### src/rtl/vic_pkg.sv
package vic_pkg;
  localparam int SRC_N  = 20;
  localparam int PRIO_W = 4;
  localparam int VEC_W  = 8;
  localparam int ADDR_W = 8;
  localparam int IDX_W  = $clog2(SRC_N);

  localparam logic [ADDR_W-1:0] ADR_GCFG = 8'h00;
  localparam logic [ADDR_W-1:0] ADR_CTP  = 8'h04;
  localparam logic [ADDR_W-1:0] ADR_ACK  = 8'h08;
  localparam logic [ADDR_W-1:0] ADR_EOI  = 8'h0C;
  localparam logic [ADDR_W-1:0] ADR_SRC0 = 8'h40;
  localparam logic [VEC_W-1:0]  SPURIOUS = 8'hFF;

  typedef struct packed {
    logic             srcWr;
    logic             ackRd;
    logic             eoiWr;
    logic             clrAll;
    logic [IDX_W-1:0] idx;
  } vic_strobe_t;

  typedef struct packed {
    logic              mask;
    logic              pol;
    logic              sense;
    logic [PRIO_W-1:0] prio;
    logic [VEC_W-1:0]  vec;
  } src_cfg_t;
endpackage

### src/rtl/vic_datapath.sv
module vic_datapath
  import vic_pkg::*;
(
  input  logic              clk,
  input  logic              rstN,
  input  vic_strobe_t       strb,
  input  logic [31:0]       wdata,
  input  logic              mode,
  input  logic [PRIO_W-1:0] ctp,
  input  logic [SRC_N-1:0]  irqIn,
  output logic [31:0]       srcWord,
  output logic [VEC_W-1:0]  ackVec,
  output logic              irqOut
);
  localparam src_cfg_t CFG_RST = '{mask: 1'b1, default: '0};

  src_cfg_t          cfg [SRC_N];
  logic [SRC_N-1:0]  prevIn, edgeLat, inSvc, pend, act, trig;
  logic              bestValid, svcAny, deliver;
  logic [IDX_W-1:0]  bestIdx, svcIdx;
  logic [PRIO_W-1:0] bestPrio, svcPrio, thresh;
  logic              unusedBits;

  assign unusedBits = ^{wdata[30:24], wdata[21:20], wdata[15:8]};

  always_comb begin
    for (int i = 0; i < SRC_N; i++) begin
      trig[i] = cfg[i].pol ? (irqIn[i] & ~prevIn[i]) : (~irqIn[i] & prevIn[i]);
      pend[i] = cfg[i].sense ? (irqIn[i] == cfg[i].pol) : edgeLat[i];
      act[i]  = pend[i] | inSvc[i];
    end
  end

  // winner among deliverable candidates; strict > keeps the lowest index on ties
  always_comb begin
    bestValid = 1'b0; bestIdx = '0; bestPrio = '0;
    svcAny = 1'b0; svcIdx = '0; svcPrio = '0;
    for (int i = 0; i < SRC_N; i++) begin
      if (pend[i] && !cfg[i].mask && !inSvc[i] && (!bestValid || cfg[i].prio > bestPrio)) begin
        bestValid = 1'b1; bestIdx = IDX_W'(i); bestPrio = cfg[i].prio;
      end
      if (inSvc[i] && (!svcAny || cfg[i].prio > svcPrio)) begin
        svcAny = 1'b1; svcIdx = IDX_W'(i); svcPrio = cfg[i].prio;
      end
    end
    thresh  = (svcAny && svcPrio > ctp) ? svcPrio : ctp;
    deliver = mode && bestValid && (bestPrio > thresh);
    ackVec  = deliver ? cfg[bestIdx].vec : SPURIOUS;
  end

  always_comb begin
    srcWord = '0;
    if (int'(strb.idx) < SRC_N) begin
      srcWord[31]            = cfg[strb.idx].mask;
      srcWord[30]            = act[strb.idx];
      srcWord[23]            = cfg[strb.idx].pol;
      srcWord[22]            = cfg[strb.idx].sense;
      srcWord[16 +: PRIO_W]  = cfg[strb.idx].prio;
      srcWord[0 +: VEC_W]    = cfg[strb.idx].vec;
    end
  end

  always_ff @(posedge clk) begin
    if (!rstN) prevIn <= '0;
    else       prevIn <= irqIn;
  end

  always_ff @(posedge clk) begin
    if (!rstN || strb.clrAll) begin
      for (int i = 0; i < SRC_N; i++) cfg[i] <= CFG_RST;
      edgeLat <= '0;
      inSvc   <= '0;
      irqOut  <= 1'b0;
    end else begin
      irqOut <= deliver;
      for (int i = 0; i < SRC_N; i++) begin
        if (strb.srcWr && strb.idx == IDX_W'(i)) begin
          cfg[i].mask <= wdata[31];
          if (!act[i]) begin
            cfg[i].pol   <= wdata[23];
            cfg[i].sense <= wdata[22];
            cfg[i].prio  <= wdata[16 +: PRIO_W];
            cfg[i].vec   <= wdata[0 +: VEC_W];
          end
        end
        if (strb.ackRd && deliver && bestIdx == IDX_W'(i)) begin
          inSvc[i]   <= 1'b1;
          edgeLat[i] <= 1'b0;
        end else begin
          if (strb.eoiWr && svcAny && svcIdx == IDX_W'(i)) inSvc[i] <= 1'b0;
          if (cfg[i].sense)  edgeLat[i] <= 1'b0;
          else if (trig[i])  edgeLat[i] <= 1'b1;
        end
      end
    end
  end

  p_ack_isr_r4: assert property (@(posedge clk) disable iff (!rstN)
    (strb.ackRd && deliver && !strb.clrAll) |=> inSvc[$past(bestIdx)]);

  p_eoi_retire_r6: assert property (@(posedge clk) disable iff (!rstN)
    (strb.eoiWr && (|inSvc) && !strb.clrAll) |=> $countones(inSvc) == $past($countones(inSvc)) - 1);

  p_mode_gate_r9: assert property (@(posedge clk) disable iff (!rstN)
    irqOut |-> $past(mode));

  for (genvar g = 0; g < SRC_N; g++) begin : g_lock
    p_cfg_lock_r3: assert property (@(posedge clk) disable iff (!rstN)
      (strb.srcWr && strb.idx == IDX_W'(g) && act[g] && !strb.clrAll)
        |=> $stable({cfg[g].pol, cfg[g].sense, cfg[g].prio, cfg[g].vec}));
  end
endmodule

### src/rtl/vic_ctrl.sv
module vic_ctrl
  import vic_pkg::*;
#(
  parameter int RST_CYC = 4
)(
  input  logic              clk,
  input  logic              rstN,
  input  logic              busSel,
  input  logic              busWr,
  input  logic [ADDR_W-1:0] busAddr,
  input  logic [31:0]       busWdata,
  input  logic [31:0]       srcWord,
  input  logic [VEC_W-1:0]  ackVec,
  output logic [31:0]       busRdata,
  output vic_strobe_t       strb,
  output logic              mode,
  output logic [PRIO_W-1:0] ctp
);
  localparam int CNT_W = $clog2(RST_CYC + 1);

  logic [CNT_W-1:0]  rstCnt;
  logic              busy, srcHit, wrOk, rdOk;
  logic [ADDR_W-1:0] srcOff;
  logic              unusedBits;

  assign unusedBits = ^{busWdata[30], busWdata[28:PRIO_W]};
  assign busy   = (rstCnt != '0);
  assign srcOff = busAddr - ADR_SRC0;
  assign srcHit = (busAddr >= ADR_SRC0) && (srcOff[1:0] == 2'b00)
                  && (int'(srcOff[ADDR_W-1:2]) < SRC_N);
  assign wrOk   = busSel && busWr && !busy;
  assign rdOk   = busSel && !busWr && !busy;

  always_comb begin
    strb.srcWr  = wrOk && srcHit;
    strb.eoiWr  = wrOk && busAddr == ADR_EOI;
    strb.ackRd  = rdOk && busAddr == ADR_ACK;
    strb.clrAll = busy;
    strb.idx    = srcOff[IDX_W+1:2];
  end

  always_ff @(posedge clk) begin
    if (!rstN) begin
      rstCnt <= '0;
      mode   <= 1'b0;
      ctp    <= '1;
    end else if (busy) begin
      rstCnt <= rstCnt - 1'b1;
      mode   <= 1'b0;
      ctp    <= '1;
    end else if (wrOk && busAddr == ADR_GCFG) begin
      if (busWdata[31]) begin
        rstCnt <= CNT_W'(RST_CYC);
        mode   <= 1'b0;
      end else begin
        mode   <= busWdata[29];
      end
    end else if (wrOk && busAddr == ADR_CTP) begin
      ctp <= busWdata[PRIO_W-1:0];
    end
  end

  always_comb begin
    busRdata = '0;
    if (busAddr == ADR_GCFG) begin
      busRdata[31] = busy;
      busRdata[29] = mode;
    end else if (busAddr == ADR_CTP) begin
      busRdata[PRIO_W-1:0] = ctp;
    end else if (busAddr == ADR_ACK) begin
      busRdata[VEC_W-1:0] = busy ? SPURIOUS : ackVec;
    end else if (srcHit) begin
      busRdata = srcWord;
    end
  end

  p_softrst_done_r8: assert property (@(posedge clk) disable iff (!rstN)
    $fell(busy) |-> (ctp == '1) && !mode);

  p_softrst_hold_r8: assert property (@(posedge clk) disable iff (!rstN)
    (wrOk && busAddr == ADR_GCFG && busWdata[31]) |=> busy);
endmodule

### src/rtl/prio_vec_intc.sv
module prio_vec_intc
  import vic_pkg::*;
#(
  parameter int RST_CYC = 4
)(
  input  logic              clk,
  input  logic              rstN,
  input  logic              busSel,
  input  logic              busWr,
  input  logic [ADDR_W-1:0] busAddr,
  input  logic [31:0]       busWdata,
  output logic [31:0]       busRdata,
  input  logic [SRC_N-1:0]  irqIn,
  output logic              irqOut
);
  vic_strobe_t       strb;
  logic              mode;
  logic [PRIO_W-1:0] ctp;
  logic [31:0]       srcWord;
  logic [VEC_W-1:0]  ackVec;

  vic_ctrl #(.RST_CYC(RST_CYC)) uCtrl (
    .clk(clk), .rstN(rstN), .busSel(busSel), .busWr(busWr), .busAddr(busAddr),
    .busWdata(busWdata), .srcWord(srcWord), .ackVec(ackVec), .busRdata(busRdata),
    .strb(strb), .mode(mode), .ctp(ctp)
  );

  vic_datapath uDp (
    .clk(clk), .rstN(rstN), .strb(strb), .wdata(busWdata), .mode(mode), .ctp(ctp),
    .irqIn(irqIn), .srcWord(srcWord), .ackVec(ackVec), .irqOut(irqOut)
  );
endmodule

### config.mk
export PLATFORM = sky130hd
export DESIGN_NAME = prio_vec_intc
export DESIGN_NICKNAME = d
export VERILOG_FILES = /design/src/rtl/vic_pkg.sv /design/src/rtl/vic_datapath.sv /design/src/rtl/vic_ctrl.sv /design/src/rtl/prio_vec_intc.sv
export SDC_FILE = /design/constraint.sdc
export NUM_CORES = 1
export LEC_CHECK = 0
export CAP_MARGIN = 0
export CORE_MARGIN = 4
export CORE_UTILIZATION = 60
export CTS_CLUSTER_DIAMETER = 150
export DETAILED_ROUTE_END_ITERATION = 8
export DONT_BUFFER_PORTS = 1
export PLACE_DENSITY = 0.76
export SYNTH_ARGS = -nofsm -noshare
export SYNTH_HDL_FRONTEND = slang
export SYNTH_SLANG_ARGS = --single-unit
### constraint.sdc
create_clock -name clk -period 81.5 [get_ports clk]
set_clock_uncertainty 0.05 [all_clocks]
set_input_delay 8.15 -clock clk [delete_from_list [all_inputs] [get_ports clk]]
set_output_delay 8.15 -clock clk [all_outputs]
set_load 0.05 [all_outputs]
==> results of run 1 <==
worst register-to-register path: cells and delay by family (launching register included):
family	cells	cell delay, ps
simple gates	50	8860
fa+ha+maj	21	6260
flops	1	740
mux	4	1630
compound gates	88	19360
buf+inv	11	1280
cell type report:
cell class              count  area (sq um)
flip-flops and latches    369         10400
well taps                 585           732
inverters                 118           443
multi-input cells        2061         14700
fillers                  3468         15400
clock buffers              41           941
repair buffers             35           263
clock inverters            20           150
routing by layer:
layer	up-vias	global-route usage	part of all wire
li1	9894	-	-
met1	10773	0.464	0.38
met2	1304	0.556	0.46
met3	248	0.0447	0.099
met4	0	0.173	0.059
met5	-	0	0
logic make-up after synthesis:
kind of cell,count (synthesis),synth area share
simple gates,1032,0.183
buf+inv,257,0.0399
compound gates,603,0.160
other cells,1,0.000144
fa+ha+maj,152,0.0729
flops,369,0.398
mux,239,0.140
xor+xnor,20,0.00671
per-stage QoR:
step                      hold slack (ps)  setup slack, ps  std cells
after global placement                419            29790       3168
final                                 432            27950       3229
after floorplan                       391            33730       2687
after detailed placement              417            28750       3168
after global routing                  446            24950       3229
after CTS                             431            28600       3229
flip-flops by register name, indices dropped and copies added, names as in the netlist:
| register | flops |
|---|---|
| uDp.cfg | 300 |
| uDp.edgeLat | 20 |
| uDp.inSvc | 20 |
| uDp.prevIn | 20 |
| uCtrl.ctp | 4 |
| uCtrl.rstCnt | 3 |
| uCtrl.mode | 1 |
| uDp.irqOut | 1 |
cells in the final DEF (no fill, tap or decap), types with 9 or more instances in the layout:
cell type and n:
inv_1 117, o211ai_1 21, nand4_1 14, nor3_1 27, nand2b_1 38, a21oi_1 119
nor2b_1 55, o211a_1 9, mux2i_1 100, edfxtp_1 300, a211oi_1 47, xnor2_1 20
a31oi_1 25, and2_1 53, mux2_2 42, clkbuf_16 37, and3_1 13, o31ai_1 9
or2_2 17, nor4_1 23, o311ai_0 12, a2111oi_0 9, nor2_1 442, or3_1 20
o21ai_0 124, a21o_1 18, mux4_2 96, nand2_1 228, o21a_1 39, a41o_1 16
o22ai_1 17, ha_1 152, a41oi_1 10, dfxtp_1 69, nand3_1 61, o21bai_1 11
buf_4 35, conb_1 15
final timing paths:
kind	to	slack [ps]	depth (start not counted)
setup / recovery	busRdata[1]	27950	186
hold reg to reg	uDp.edgeLat[1]	430	1
hold / removal	uDp.edgeLat[1]	430	1
setup reg to reg	uDp.inSvc[1]	43250	174
power by group:
part           total [mW]  switching (mW)  internal (mW)
Sequential          0.324          0.0516          0.272
Clock               0.159          0.0701         0.0890
Combinational       0.231           0.142         0.0888
Total               0.714           0.264          0.450
==> impl_metrics.tcl, run 1 <==
set metrics [dict create \
    status "completed" \
    pin_count 97 \
    remaining_drc_errors 0 \
    hold_buffers 0 \
    die_x_um 217 \
    worstPathRequired_ps 73300 \
    yosys_warnings 0 \
    startpoint_type "input port" \
    area_growth_syn_to_layout_pct 6.00 \
    fmax_ghz 0.0187 \
    synth_ff_type "edfxtp_1" \
    power.density_nw_per_um2 25.8 \
    r2r_start "uDp.inSvc[0]" \
    synth_common_cells "nor2_1, edfxtp_1, nand2_1, ha_1, o21ai_0" \
    design_area_sq_um 27700 \
    cp-startpoint "irqIn[0]" \
    cp_slowest_cell "o22ai_1" \
    worstHoldStart "uDp.cfg[1][12]" \
    clockBufferDepth 3 \
    grt_use_total 0.345 \
    num_rows 76 \
    drive_gt1_frac 0.103 \
    gp_congestion 0.999 \
    rsz0062_at_grt "no" \
    synthDistinctLibCells 94 \
    wirelength_um 82500 \
    initial_utilization 0.606 \
    die_h_um 217 \
    via_per_inst 6.88 \
    post-synth-top-area-cell "edfxtp_1" \
    slowest_delay_ps 750 \
    tightest_slew_ps 1170 \
    drtAntennaViolNets 0 \
    fin_crit_ps 53550 \
    firstDrtPassIters 6 \
    syn_avg_cell_area_sq_um 9.76 \
    coreArea_sq_um 43100 \
    grt_pass1_vias 21522 \
    cp_max_fo 16 \
    path_clk_slew_ps 70 \
    cts-resized-gates 0 \
    fin_crit_sh 0.657 \
    syn_area_sq_um 26100 \
    path_delay_family "compound AO/OA/AOI/OAI gates" \
    utilization 0.642 \
    synth_area_leaders "edfxtp_1, mux4_2, ha_1" \
    path_buf_inv 9 \
    wire_per_inst_um 25.6 \
    first_iter_violations 3210 \
    tns_ps 0 \
    nets 2836 \
    hpwl_um 61300 \
    grt_pass1_wl_um 126000 \
    async_flop_share 0 \
    cts_setup_buffers 0 \
    total_power_mw 0.714 \
    clk_latency_ps 530 \
    yosysSeqAreaShare 0.398 \
    cts.sinks 369 \
    root_buffer "clkbuf_16" \
    synth_seq_cells 369 \
    synth_cells 2673 \
    setup_viol 0 \
    place_area_sq_um 26600 \
    final_hold_viol_count 0 \
    grt_max_degree 93 \
    h-tree-depth 2 \
    die-area_sq_um 46900 \
    antenna_found_initial 1 \
    grt_overflow 0 \
    relSlewSlack 0.224 \
    drv_slew 0 \
    antenna_cells 0 \
    crit_top_cell "o21ai_0" \
    hold_path.class "reg -> reg" \
    cts_tree "built" \
    end_kind "output pin" \
    crit_type "in -> out" \
    peakVddDrop_mv 0.0380 \
    yosysTopAreaCellShare 0.345 \
    worstPathArrival_ps 45350 \
    maxCapViolCount 0 \
    cts_buffers 35 \
    yosysMostFrequentCell "nor2_1" \
    portBuffers 0 \
    p_leak_nw 10.2 \
    vias 22219 \
    synth_edf_count 300 \
]
Power figures use the tool's default switching activity.
==> inputs of run 2 (changes only) <==
==> constraint.sdc (replaced) <==
create_clock -name clk -period 50.8 [get_ports clk]
set_clock_uncertainty 0.05 [all_clocks]
set_input_delay 5.08 -clock clk [delete_from_list [all_inputs] [get_ports clk]]
set_output_delay 5.08 -clock clk [all_outputs]
set_load 0.05 [all_outputs]
==> impl_metrics.tcl, run 2 (same netlist as run 1, synthesis figures left out) <==
set metrics [dict create \
    status "completed" \
    drv_slew 0 \
    layout_commonest_cell "nor2_1" \
    gp_congestion 1.02 \
    cts_buffers 34 \
    wirelength_um 82800 \
    hold_buffers 0 \
    h-tree-depth 2 \
    slowest_delay_ps 710 \
    crit_top_cell "a21oi_1" \
    path_delay_family "compound AO/OA/AOI/OAI gates" \
    grt_pass1_vias 21333 \
    tns_ps 0 \
    area_growth_syn_to_layout_pct 6.40 \
    worstPathRequired_ps 45670 \
    holdWs_ps 445 \
    fin_crit_sh 0.928 \
    end_kind "output pin" \
    p_leak_nw 10.3 \
    grt_overflow 0 \
    wire_per_inst_um 25.6 \
    antenna_cells 0 \
    cp_slowest_cell "nor2_1" \
    rsz0062_at_grt "no" \
    die_x_um 217 \
    grt_use_total 0.344 \
    worstPathArrival_ps 42040 \
    crit_type "in -> out" \
    maxCapViolCount 0 \
    startpoint_type "input port" \
    power.density_nw_per_um2 41.9 \
    via_per_inst 6.89 \
    hpwl_um 61100 \
    setup_viol 0 \
    path_clk_slew_ps 60 \
    drive_gt1_frac 0.104 \
    root_buffer "clkbuf_16" \
    total_power_mw 1.16 \
    num_rows 76 \
    tightest_slew_ps 1250 \
    clk_latency_ps 540 \
    first_iter_violations 3118 \
    fmax_ghz 0.0212 \
    antenna_found_initial 1 \
    vias 22266 \
    path_buf_inv 9 \
    relSlewSlack 0.165 \
    largest_register "uDp.cfg" \
    largest_reg_flops 300 \
    die-area_sq_um 46900 \
    firstDrtPassIters 6 \
    fin_crit_ps 47170 \
    hold_path.class "reg -> reg" \
    nets 2836 \
    cp_max_fo 16 \
    cts.sinks 369 \
    grt_max_degree 93 \
    cts-resized-gates 0 \
    peakVddDrop_mv 0.0447 \
    die_h_um 217 \
    clockBufferDepth 3 \
    remaining_drc_errors 0 \
    final_cell_mix "nor2_1, edfxtp_1, nand2_1" \
    cts_setup_buffers 0 \
    initial_utilization 0.606 \
    portBuffers 0 \
    cts_tree "built" \
    final_hold_viol_count 0 \
    pin_count 97 \
    drtAntennaViolNets 0 \
    grt_pass1_wl_um 125000 \
    coreArea_sq_um 43100 \
]
==> run 2: changes by cell type in the layout (fill, tap and decap cells not counted), sizes merged <==
cell,previous run,this run
clkinv,17,9
clkbuf,41,46
bufinv,2,5
buf,35,36
clkinvlp,1,2
==> run 2: routing by layer <==
layer  GRT usage  up-vias  share of wire
met3      0.0449      262           0.11
met2       0.552     1423           0.46
li1            -     9906              -
met4       0.166        0          0.056
met5           0        -              0
met1       0.466    10675           0.38
==> run 2: path summary, 6_finish.rpt <==
path / to / slack, ps / depth (start not counted) / startpoint
setup / recovery: busRdata[1] / 3630 / 186 / irqIn[0]
hold / removal: uDp.edgeLat[0] / 450 / 1 / uDp.cfg[0][12]
setup reg to reg: uDp.inSvc[1] / 12120 / 174 / uDp.inSvc[0]
hold reg to reg: uDp.edgeLat[0] / 450 / 1 / uDp.cfg[0][12]
==> run 2: cell type report <==
type | instances | area (sq um)
Multi-Input combinational cell | 2061 | 14700
Fill cell | 3476 | 15300
Timing Repair Buffer | 36 | 270
Clock buffer | 46 | 980
Inverter | 118 | 443
Sequential cell | 369 | 10400
Clock inverter | 16 | 209
Tap cell | 585 | 732
==> run 2: metrics by stage <==
| step | setup WS (ps) | instances | area (sq um) | util |
|---|---|---|---|---|
| after floorplan | 9170 | 2687 | 26100 | - |
| after global placement | 5260 | 3169 | 26600 | 0.617 |
| after detailed placement | 4250 | 3169 | 26600 | 0.617 |
| after CTS | 4190 | 3231 | 27800 | 0.645 |
| after global routing | 556 | 3231 | 27800 | 0.645 |
| final | 3630 | 3231 | 27800 | 0.645 |
==> run 2: worst reg2reg max path: cells and delay by family (launching register included) <==
family	cells	cell delay [ps]
buffers and inverters	11	1290
AOI/OAI and AO/OA	89	19870
and+or+nand+nor	49	8850
DFF	1	710
adders and majority gates	21	6250
muxes	4	1630
==> run 2: power breakdown <==
group | leakage, nW | internal [mW] | switching [mW] | total [mW]
registers | 3.79 | 0.436 | 0.0822 | 0.518
clock network | 0.576 | 0.162 | 0.112 | 0.273
logic | 5.90 | 0.142 | 0.228 | 0.370
total | 10.3 | 0.740 | 0.422 | 1.16
